===== config.mk =====
export PLATFORM = sky130hd
export DESIGN_NAME = mdio_cmd_engine
export DESIGN_NICKNAME = d
export VERILOG_FILES = /design/src/rtl/mdio_cmd_pkg.sv /design/src/rtl/mdio_clk_gen.sv /design/src/rtl/mdio_frame_eng.sv /design/src/rtl/mdio_host_regs.sv /design/src/rtl/mdio_cmd_engine.sv
export SDC_FILE = /design/constraint.sdc
export NUM_CORES = 1
export LEC_CHECK = 0
export ABC_CLOCK_PERIOD_IN_PS = 5100
export BUFFER_PORTS_ARGS = -buffer_cell sky130_fd_sc_hd__buf_2
export CAP_MARGIN = 15
export CORE_MARGIN = 5
export CORE_UTILIZATION = 55
export DETAILED_ROUTE_END_ITERATION = 8
export PLACE_DENSITY = 0.83
export SETUP_SLACK_MARGIN = 0.5
export SLEW_MARGIN = 15
export SYNTH_ARGS = -nofsm -noshare
export SYNTH_HDL_FRONTEND = slang
export SYNTH_SLANG_ARGS = --single-unit

===== constraint.sdc =====
create_clock -name clk_i -period 5.1 [get_ports clk_i]
set_input_delay 0.51 -clock clk_i [delete_from_list [all_inputs] [get_ports clk_i]]
set_output_delay 0.51 -clock clk_i [all_outputs]
set_load 0.05 [all_outputs]

===== src/rtl/mdio_cmd_pkg.sv =====
package mdio_cmd_pkg;

  localparam int WORD_W     = 32;
  localparam int PHY_W      = 5;
  localparam int REGN_W     = 5;
  localparam int DATA_W     = 16;
  localparam int PRE_BITS   = 32;
  localparam int FRAME_BITS = 64;
  localparam int DATA_START = FRAME_BITS - DATA_W;   // first data bit index
  localparam int RD_DRIVE   = DATA_START - 2;        // bits driven on a read
  localparam int IDX_W      = $clog2(FRAME_BITS);

  // command word field positions
  localparam int CMD_PHY_LSB  = 0;
  localparam int CMD_REG_LSB  = 8;
  localparam int CMD_WR_BIT   = 13;
  localparam int CMD_RD_BIT   = 14;
  localparam int CMD_DATA_LSB = 16;

  // status word field positions
  localparam int ST_WR_DONE  = 0;
  localparam int ST_RD_DONE  = 1;
  localparam int ST_BUSY     = 2;
  localparam int ST_DATA_LSB = 16;

  typedef enum logic [1:0] {
    OP_NONE  = 2'd0,
    OP_WRITE = 2'd1,
    OP_READ  = 2'd2
  } mdio_op_e;

  typedef struct packed {
    mdio_op_e          op;
    logic [PHY_W-1:0]  phy;
    logic [REGN_W-1:0] regn;
    logic [DATA_W-1:0] wdata;
  } mdio_req_t;

  function automatic mdio_req_t decode_cmd(input logic [WORD_W-1:0] w);
    mdio_req_t r;
    r.phy   = w[CMD_PHY_LSB +: PHY_W];
    r.regn  = w[CMD_REG_LSB +: REGN_W];
    r.wdata = w[CMD_DATA_LSB +: DATA_W];
    if (w[CMD_RD_BIT])      r.op = OP_READ;   // read has priority
    else if (w[CMD_WR_BIT]) r.op = OP_WRITE;
    else                    r.op = OP_NONE;
    return r;
  endfunction

  function automatic logic [FRAME_BITS-1:0] build_frame(input mdio_req_t r);
    logic rd;
    rd = (r.op == OP_READ);
    return {{PRE_BITS{1'b1}}, 2'b01, (rd ? 2'b10 : 2'b01), r.phy, r.regn,
            (rd ? 2'b00 : 2'b10), (rd ? {DATA_W{1'b0}} : r.wdata)};
  endfunction

endpackage


===== src/rtl/mdio_clk_gen.sv =====
module mdio_clk_gen #(
  parameter int DIV = 32
) (
  input  logic clk_i,
  input  logic rst_ni,
  input  logic run_i,
  output logic mdc_o,
  output logic rise_o,
  output logic fall_o
);
  localparam int HALF  = DIV / 2;
  localparam int CNT_W = $clog2(DIV);

  logic [CNT_W-1:0] cnt_q;
  logic             mdc_q;

  assign rise_o = run_i && (cnt_q == CNT_W'(HALF - 1));
  assign fall_o = run_i && (cnt_q == CNT_W'(DIV - 1));
  assign mdc_o  = mdc_q;

  always_ff @(posedge clk_i or negedge rst_ni) begin
    if (!rst_ni) begin
      cnt_q <= '0;
      mdc_q <= 1'b0;
    end else if (!run_i) begin
      cnt_q <= '0;
      mdc_q <= 1'b0;
    end else begin
      cnt_q <= fall_o ? '0 : cnt_q + 1'b1;
      if (rise_o)      mdc_q <= 1'b1;
      else if (fall_o) mdc_q <= 1'b0;
    end
  end

endmodule


===== src/rtl/mdio_frame_eng.sv =====
module mdio_frame_eng
  import mdio_cmd_pkg::*;
(
  input  logic              clk_i,
  input  logic              rst_ni,
  input  logic              start_i,
  input  mdio_req_t         req_i,
  input  logic              rise_i,
  input  logic              fall_i,
  input  logic              mdio_i,
  output logic              busy_o,
  output logic              done_o,
  output logic              done_rd_o,
  output logic [DATA_W-1:0] rdata_o,
  output logic              mdio_o,
  output logic              mdio_oe_o
);
  logic [FRAME_BITS-1:0] sh_q;
  logic [IDX_W-1:0]      idx_q;
  logic                  busy_q, is_rd_q, done_q;
  logic [DATA_W-1:0]     rdata_q;
  logic                  last_bit;

  assign last_bit  = (idx_q == IDX_W'(FRAME_BITS - 1));
  assign busy_o    = busy_q;
  assign done_o    = done_q;
  assign done_rd_o = is_rd_q;
  assign rdata_o   = rdata_q;
  assign mdio_o    = sh_q[FRAME_BITS-1];
  assign mdio_oe_o = busy_q && (!is_rd_q || (idx_q < IDX_W'(RD_DRIVE)));

  always_ff @(posedge clk_i or negedge rst_ni) begin
    if (!rst_ni) begin
      sh_q    <= '0;
      idx_q   <= '0;
      busy_q  <= 1'b0;
      is_rd_q <= 1'b0;
      done_q  <= 1'b0;
      rdata_q <= '0;
    end else begin
      done_q <= 1'b0;
      if (!busy_q) begin
        if (start_i) begin
          sh_q    <= build_frame(req_i);
          idx_q   <= '0;
          is_rd_q <= (req_i.op == OP_READ);
          busy_q  <= 1'b1;
        end
      end else begin
        if (rise_i && is_rd_q && (idx_q >= IDX_W'(DATA_START)))
          rdata_q <= {rdata_q[DATA_W-2:0], mdio_i};
        if (fall_i) begin
          sh_q <= sh_q << 1;
          if (last_bit) begin
            busy_q <= 1'b0;
            done_q <= 1'b1;
          end else begin
            idx_q <= idx_q + 1'b1;
          end
        end
      end
    end
  end

endmodule


===== src/rtl/mdio_host_regs.sv =====
module mdio_host_regs
  import mdio_cmd_pkg::*;
#(
  parameter int ADDR_W      = 4,
  parameter int CMD_OFFSET  = 0,
  parameter int STAT_OFFSET = 4
) (
  input  logic              clk_i,
  input  logic              rst_ni,
  input  logic              bus_valid_i,
  input  logic              bus_write_i,
  input  logic [ADDR_W-1:0] bus_addr_i,
  input  logic [WORD_W-1:0] bus_wdata_i,
  output logic [WORD_W-1:0] bus_rdata_o,
  output logic              bus_rvalid_o,
  input  logic              busy_i,
  input  logic              done_i,
  input  logic              done_rd_i,
  input  logic [DATA_W-1:0] rdata_i,
  output logic              start_o,
  output mdio_req_t         req_o,
  output logic              wr_flag_o,
  output logic              rd_flag_o,
  output logic              st_rd_o
);
  logic [WORD_W-1:0] cmd_q, status_w, rdata_q;
  logic [DATA_W-1:0] rd_data_q;
  logic              wr_done_q, rd_done_q, rvalid_q;
  logic              cmd_hit, st_rd, rd_req;

  assign req_o   = decode_cmd(bus_wdata_i);
  assign cmd_hit = bus_valid_i && bus_write_i && (bus_addr_i == ADDR_W'(CMD_OFFSET));
  assign start_o = cmd_hit && !busy_i && (req_o.op != OP_NONE);
  assign rd_req  = bus_valid_i && !bus_write_i;
  assign st_rd   = rd_req && (bus_addr_i == ADDR_W'(STAT_OFFSET));

  always_comb begin
    status_w                         = '0;
    status_w[ST_WR_DONE]             = wr_done_q;
    status_w[ST_RD_DONE]             = rd_done_q;
    status_w[ST_BUSY]                = busy_i;
    status_w[ST_DATA_LSB +: DATA_W]  = rd_data_q;
  end

  always_ff @(posedge clk_i or negedge rst_ni) begin
    if (!rst_ni) begin
      cmd_q     <= '0;
      rd_data_q <= '0;
      wr_done_q <= 1'b0;
      rd_done_q <= 1'b0;
      rdata_q   <= '0;
      rvalid_q  <= 1'b0;
    end else begin
      if (start_o) cmd_q <= bus_wdata_i;
      if (done_i && done_rd_i) rd_data_q <= rdata_i;
      // a completion in the same cycle as a status read is kept
      if (done_i && !done_rd_i) wr_done_q <= 1'b1;
      else if (st_rd)           wr_done_q <= 1'b0;
      if (done_i && done_rd_i)  rd_done_q <= 1'b1;
      else if (st_rd)           rd_done_q <= 1'b0;
      rvalid_q <= rd_req;
      if (rd_req) begin
        if (bus_addr_i == ADDR_W'(CMD_OFFSET))  rdata_q <= cmd_q;
        else if (st_rd)                         rdata_q <= status_w;
        else                                    rdata_q <= '0;
      end
    end
  end

  assign bus_rdata_o  = rdata_q;
  assign bus_rvalid_o = rvalid_q;
  assign wr_flag_o    = wr_done_q;
  assign rd_flag_o    = rd_done_q;
  assign st_rd_o      = st_rd;

endmodule


===== src/rtl/mdio_cmd_engine.sv =====
module mdio_cmd_engine
  import mdio_cmd_pkg::*;
#(
  parameter int CLK_DIV     = 32,
  parameter int ADDR_W      = 4,
  parameter int CMD_OFFSET  = 0,
  parameter int STAT_OFFSET = 4
) (
  input  logic              clk_i,
  input  logic              rst_ni,
  input  logic              bus_valid_i,
  input  logic              bus_write_i,
  input  logic [ADDR_W-1:0] bus_addr_i,
  input  logic [31:0]       bus_wdata_i,
  output logic [31:0]       bus_rdata_o,
  output logic              bus_rvalid_o,
  output logic              mdc_o,
  output logic              mdio_o,
  output logic              mdio_oe_o,
  input  logic              mdio_i
);
  logic              eng_busy, eng_done, eng_done_rd, eng_start;
  logic              tick_rise, tick_fall;
  logic              wr_flag, rd_flag, st_rd;
  logic [DATA_W-1:0] eng_rdata;
  mdio_req_t         eng_req;

  mdio_host_regs #(
    .ADDR_W     (ADDR_W),
    .CMD_OFFSET (CMD_OFFSET),
    .STAT_OFFSET(STAT_OFFSET)
  ) u_regs (
    .clk_i       (clk_i),
    .rst_ni      (rst_ni),
    .bus_valid_i (bus_valid_i),
    .bus_write_i (bus_write_i),
    .bus_addr_i  (bus_addr_i),
    .bus_wdata_i (bus_wdata_i),
    .bus_rdata_o (bus_rdata_o),
    .bus_rvalid_o(bus_rvalid_o),
    .busy_i      (eng_busy),
    .done_i      (eng_done),
    .done_rd_i   (eng_done_rd),
    .rdata_i     (eng_rdata),
    .start_o     (eng_start),
    .req_o       (eng_req),
    .wr_flag_o   (wr_flag),
    .rd_flag_o   (rd_flag),
    .st_rd_o     (st_rd)
  );

  mdio_clk_gen #(.DIV(CLK_DIV)) u_clk (
    .clk_i (clk_i),
    .rst_ni(rst_ni),
    .run_i (eng_busy),
    .mdc_o (mdc_o),
    .rise_o(tick_rise),
    .fall_o(tick_fall)
  );

  mdio_frame_eng u_eng (
    .clk_i    (clk_i),
    .rst_ni   (rst_ni),
    .start_i  (eng_start),
    .req_i    (eng_req),
    .rise_i   (tick_rise),
    .fall_i   (tick_fall),
    .mdio_i   (mdio_i),
    .busy_o   (eng_busy),
    .done_o   (eng_done),
    .done_rd_o(eng_done_rd),
    .rdata_o  (eng_rdata),
    .mdio_o   (mdio_o),
    .mdio_oe_o(mdio_oe_o)
  );

endmodule


# Yosys cells after proc, flatten, opt, wreduce, memory -nomap -nowiden
# Index checks and enable logic that the tools add are counted.
# Widths: inputs -> output; s select.
# classes
eq_ne,8
n_reduce_logical,26
n_shift,0
add_sub_neg,2
multipliers,0
n_div,0
muxes,29
n_lt_le_gt_ge,2
bitwise,1
# ops
op,count
$mux 64,3
$mux 32,2
$mux 6,4
$mux 16,1
$mux 1,14
$logic_and 1x1->1,13
$mux 5,2
$reduce_bool 2->1,4
$add 6x1->6 const B,1
$eq 6x6->1 const B,1
$ge 6x6->1 const B,1
$lt 6x6->1 const B,1
$mux 2,3
$reduce_and 2->1,3
$add 5x1->5 const B,1
$eq 5x4->1 const B,1
$eq 5x5->1 const B,1
$eq 4x3->1 const B,1
$logic_not 4->1,1
$ne 2x2->1 const B,2
$logic_not 1->1,3
$ne 3x2->1 const B,1
$reduce_and 3->1,1
$eq 2x2->1 const B,1
2 further kinds,2
# totals
ram_bits,0
latchBits,0
n_memories,0
romBits,0
inputBits,41
regBits,178

# Logic depth before layout (Yosys ltp)
# logic_depth
word_depth,6
ltp_mapped,10

# Hierarchy
# Synthesis repeated with hierarchy kept, for this count alone.
# hier_totals
cells_unflattened,691
hier_area_um2,7652.3
# modules_own_cells
module,cells_each,n_inst,area_per_inst_um2
mdio_frame_eng,381,1,3863.7
mdio_host_regs,285,1,3495.9
mdio_clk_gen,25,1,292.8

# Worst setup path before layout
# OpenSTA, ideal clock, no wires.
# synth_timing
path_type,reg2reg
from,register u_clk.cnt_q[0]
to,register u_eng.rdata_q[10] (netlist: u_eng.rdata_o[10])
arrival_time_ns,1.951
stages_incl_launch_ff,9
n_path_buf,2
setup_ns,0.125
slack_ns,3.025
period_less_slack_ns,2.075
path_cell_list,dfrtp_1 -> ha_1 -> and3_1 -> ha_1 -> nand3_1 -> or2_2 -> clkbuf_1 -> buf_2 -> mux2_2
# synth_between
elab_chain_len,5
# synth_lines
item,line,rtl
from (decl),mdio_clk_gen.sv:14,logic [CNT_W-1:0] cnt_q;
from (signal assigned),mdio_clk_gen.sv:29,cnt_q <= fall_o ? '0 : cnt_q + 1'b1;
$eq 5x4->1,mdio_clk_gen.sv:17,assign rise_o = run_i && (cnt_q == CNT_W'(HALF - 1));
$logic_and 1x1->1,mdio_clk_gen.sv:17,
$logic_and 1x1->1 (2 in a row),mdio_frame_eng.sv:50,if (rise_i && is_rd_q && (idx_q >= IDX_W'(DATA_START)))
$reduce_and 2->1 (no source line),-,
to (signal assigned),mdio_frame_eng.sv:51,"rdata_q <= {rdata_q[DATA_W-2:0], mdio_i};"
to (decl),mdio_frame_eng.sv:21,logic [DATA_W-1:0] rdata_q;
# No other way between the ends.
# A chain may end at the register's enable or synchronous reset.

# Worst setup path after layout
# layout_timing
from,register u_eng.busy_q (netlist: u_eng.busy_o)
to,output port mdio_oe_o
# layout_between
elab_chain_len,1
# layout_lines
item,line,rtl
from (decl),mdio_frame_eng.sv:20,"logic busy_q, is_rd_q, done_q;"
from (signal assigned),mdio_frame_eng.sv:36,busy_q <= 1'b0;
from (signal assigned),mdio_frame_eng.sv:47,busy_q <= 1'b1;
from (signal assigned),mdio_frame_eng.sv:55,busy_q <= 1'b0;
$logic_and 1x1->1,mdio_frame_eng.sv:30,assign mdio_oe_o = busy_q && (!is_rd_q || (idx_q < IDX_W'(RD_DRIVE)));
to (decl),mdio_cmd_engine.sv:19,"output logic mdio_oe_o,"
# No other way between the ends.

==> summary.txt <==
Status
  – Outcome: finished, final reports clean

Flow run
  – Max Cap Viol: 0

Setup path
  – Largest stage delay, worst path: 0.64 ns
  – Critical path, cell by cell: buf_4, o21a_1, buf_2
  – Reg2reg setup slack: 2.67 ns
  – Buffers plus inverters on the worst setup path: 2
  – Crit-path slowest cell: buf_4
  – Crit path max fanout: 77
  – R2R Path Start: u_clk.cnt_q[0]$_DFF_PN0_
  – Cell family with most CP delay: buffers and inverters
  – Critical Path End Type: primary output
  – Reg2Reg Depth: 8
  – Reg2reg end: u_eng.sh_q[58]$_DFFE_PN0P_
  – Critical Path RT: 4.59 ns
  – CP Launch Type: register
  – Crit path arrival time: 1.95 ns
  – Critical path class: reg2out

Logic synthesis
  – Syn_area_per_cell: 11.9 µm²
  – Sequential-to-total area share from yosys stat: 60.7%
  – Syn. warnings: 0
  – Synth area leader: dfrtp_1
  – Synth top area cells: dfrtp_1 (61%), mux2_2 (7.5%), mux2i_1 (4.1%)
  – FF+latch count, synth: 178
  – Async S/R FF share, synth: 100%
  – Commonest cells post-synth: dfrtp_1 (178), nor2_1 (71), mux2_2 (49)
  – Yosys cell types: 36
  – Synth top area share: 60.7%
  – Instance count of the mapped netlist: 618
  – Count leader, synth: dfrtp_1
  – Post-Syn Area: 7330 µm²
  – Main synth FF type: dfrtp_1
  – Synth Net Count: 663
  – Post-synth EDFFs: 0

STA
  – Pins over their slew limit: 0
  – Setup violations, final: 0
  – Final Hold Vio Count: 0
  – Tcrit/Tclk final: 48.3%
  – Hold_ws: 0.0801 ns
  – Minimum clock period: 2.46 ns
  – Slew Limit Headroom: 34.0%
  – Slew @ Worst Pin: 0.990 ns
  – Setup TNS: 0 ns
  – RSZ-0062 raised after global routing: no
  – FMAX: 0.406 GHz
  – Skew final: 0.00700 ns

Clock tree
  – CTS tree: done
  – CTS resizes: 0
  – Hold-fix buffers, CTS: 0
  – # Post-CTS Setup Buffers: 0
  – CTS H-tree depth: 4
  – Total CTS buffers: 17
  – Reg clk slew, reported paths: 0.06 ns
  – Clock root cell: clkbuf_16
  – Skew-Pair Late Insertion Delay: 0.42 ns
  – Longest Clk Path Bufs: 2
  – Count of clock tree sinks: 178

Place
  – Hpwl dp: 9870 µm
  – Placed Area: 7800 µm²
  – PortBufs: 76
  – GPL Wtd Cong: 0.814

Global route
  – Initial antenna violation count: 0
  – Vias in the first global route: 5,080
  – Largest net degree at the start of global routing: 111
  – All-Layer GR Usage: 20.0%
  – Total grt overflow: 0
  – Global-route wire length before repair: 25,500 µm

Power and ir drop
  – Static Leakage: 0.00425 µW
  – PD cells: 400 nW/µm²
  – Max rail drop VDD: 0.000216 V
  – Pwr Total: 3380 µW

Worst hold path
  – Hold Crit Class: in2async

Drt
  – Routed length per instance: 17.3 µm
  – Vias post-DR: 4,811
  – Initial DRC Count: 371
  – DRT Pass-1 Iters: 4
  – Detail Route Antenna Nets: 0
  – DR DRC count: 0
  – Vias/cell: 5.57
  – Final wirelength: 15,000 µm

Final layout
  – Post-route cell area: 8430 µm²
  – Layout cells sized above 1: 24.4%
  – Syn-to-layout area delta: 15.0%
  – Final net count: 722
  – # diodes: 0
  – Final Util: 64.2%

Floorplan
  – DIE AREA: 15,700 µm²
  – Die Y: 125 µm
  – Die extent in x: 125 µm
  – CORE AREA: 13,100 µm²
  – Initial Utilization: 55.8%
  – Site row count: 42
  – I/O pin total: 77
## stage by stage
| step | cells | worst slack, ns |
|---|---|---|
| floorplan | 618 | 3.02 |
| CTS | 864 | 2.60 |
| global placement | 834 | 2.38 |
| global route | 864 | 2.48 |
| finish | 864 | 2.64 |
| detailed placement | 834 | 2.24 |
## cell families after synthesis
kind of cell,share of synthesized area (%)
flip-flops,60.7
AO/OA/AOI/OAI,12.0
AND/OR/NAND/NOR,7.06
multiplexers,13.8
buffers and inverters,5.27
XOR/XNOR,0.478
adder cells (fa/ha/maj),0.682
## routing by layer
layer,track usage (%),share of wire (%),routed length [µm],up-vias
li1,-,-,-,2262
met5,0,0,0,-
met1,26.8,45,6700,2392
met2,31.5,48,7130,125
met3,5.63,5.4,807,32
met4,7.14,2.4,355,0
## area by class of cell
cell class                 instances  area, µm²
timing repair buffer              84        459
fill                             959       4700
sequential                       178       4460
tap                              176        220
inverter                          41        154
clock buffer                      21        480
multi-input combinational        355       2510
clock inverter                     9        154
## sequential cells by signal, summed over array words and instances, names as in the netlist
name,count
u_eng.rdata_o,16
u_regs.wr_flag_o,1
u_regs.cmd_q,32
u_regs.bus_rdata_o,32
u_eng.done_o,1
u_clk.cnt_q,5
u_eng.busy_o,1
u_regs.bus_rvalid_o,1
u_eng.idx_q,6
u_clk.mdc_o,1
u_regs.rd_data_q,16
u_regs.rd_flag_o,1
u_eng.done_rd_o,1
u_eng.sh_q,64
## worst max path at each step
stage / slack (ns) / endpoint / depth (start not counted) / start
after floorplan: 3.02 / u_eng.rdata_o[10]$_DFFE_PN0P_ / 8 / u_clk.cnt_q[0]$_DFF_PN0_
after global placement: 2.38 / u_eng.idx_q[5]$_DFFE_PN0P_ / 7 / bus_addr_i[1]
after detailed placement: 2.24 / u_eng.idx_q[0]$_DFFE_PN0P_ / 6 / bus_addr_i[2]
after CTS: 2.60 / mdio_oe_o / 3 / u_eng.busy_o$_DFF_PN0_
after global routing: 2.48 / u_eng.sh_q[58]$_DFFE_PN0P_ / 8 / u_clk.cnt_q[0]$_DFF_PN0_
final: 2.64 / mdio_oe_o / 3 / u_eng.busy_o$_DFF_PN0_
## worst register-to-register path: stages (launching register included)
cell and delay, ns:
dfrtp_1 0.37, ha_1 0.20, and3_1 0.21, ha_1 0.35, nand2_1 0.18, o31ai_4 0.27
buf_12 0.41, nor2_1 0.18, a31oi_1 0.18
## report_power, final
group	internal (µW)	switching, µW
clock network	866	524
logic	141	225
registers	1540	78.6
total	2550	827
## cells in the final DEF (no fill, tap or decap), types with 7 or more instances in the layout
cell type	instances
mux2_1	14
dfrtp_1	177
a22oi_1	15
o31ai_1	19
a21oi_1	31
mux2_2	49
nand2_1	28
inv_1	41
a31oi_1	36
buf_4	7
clkbuf_16	17
mux2i_1	30
nor2_1	71
buf_2	75
a22o_1	19
Note: power is estimated with default switching activity, not from simulation.
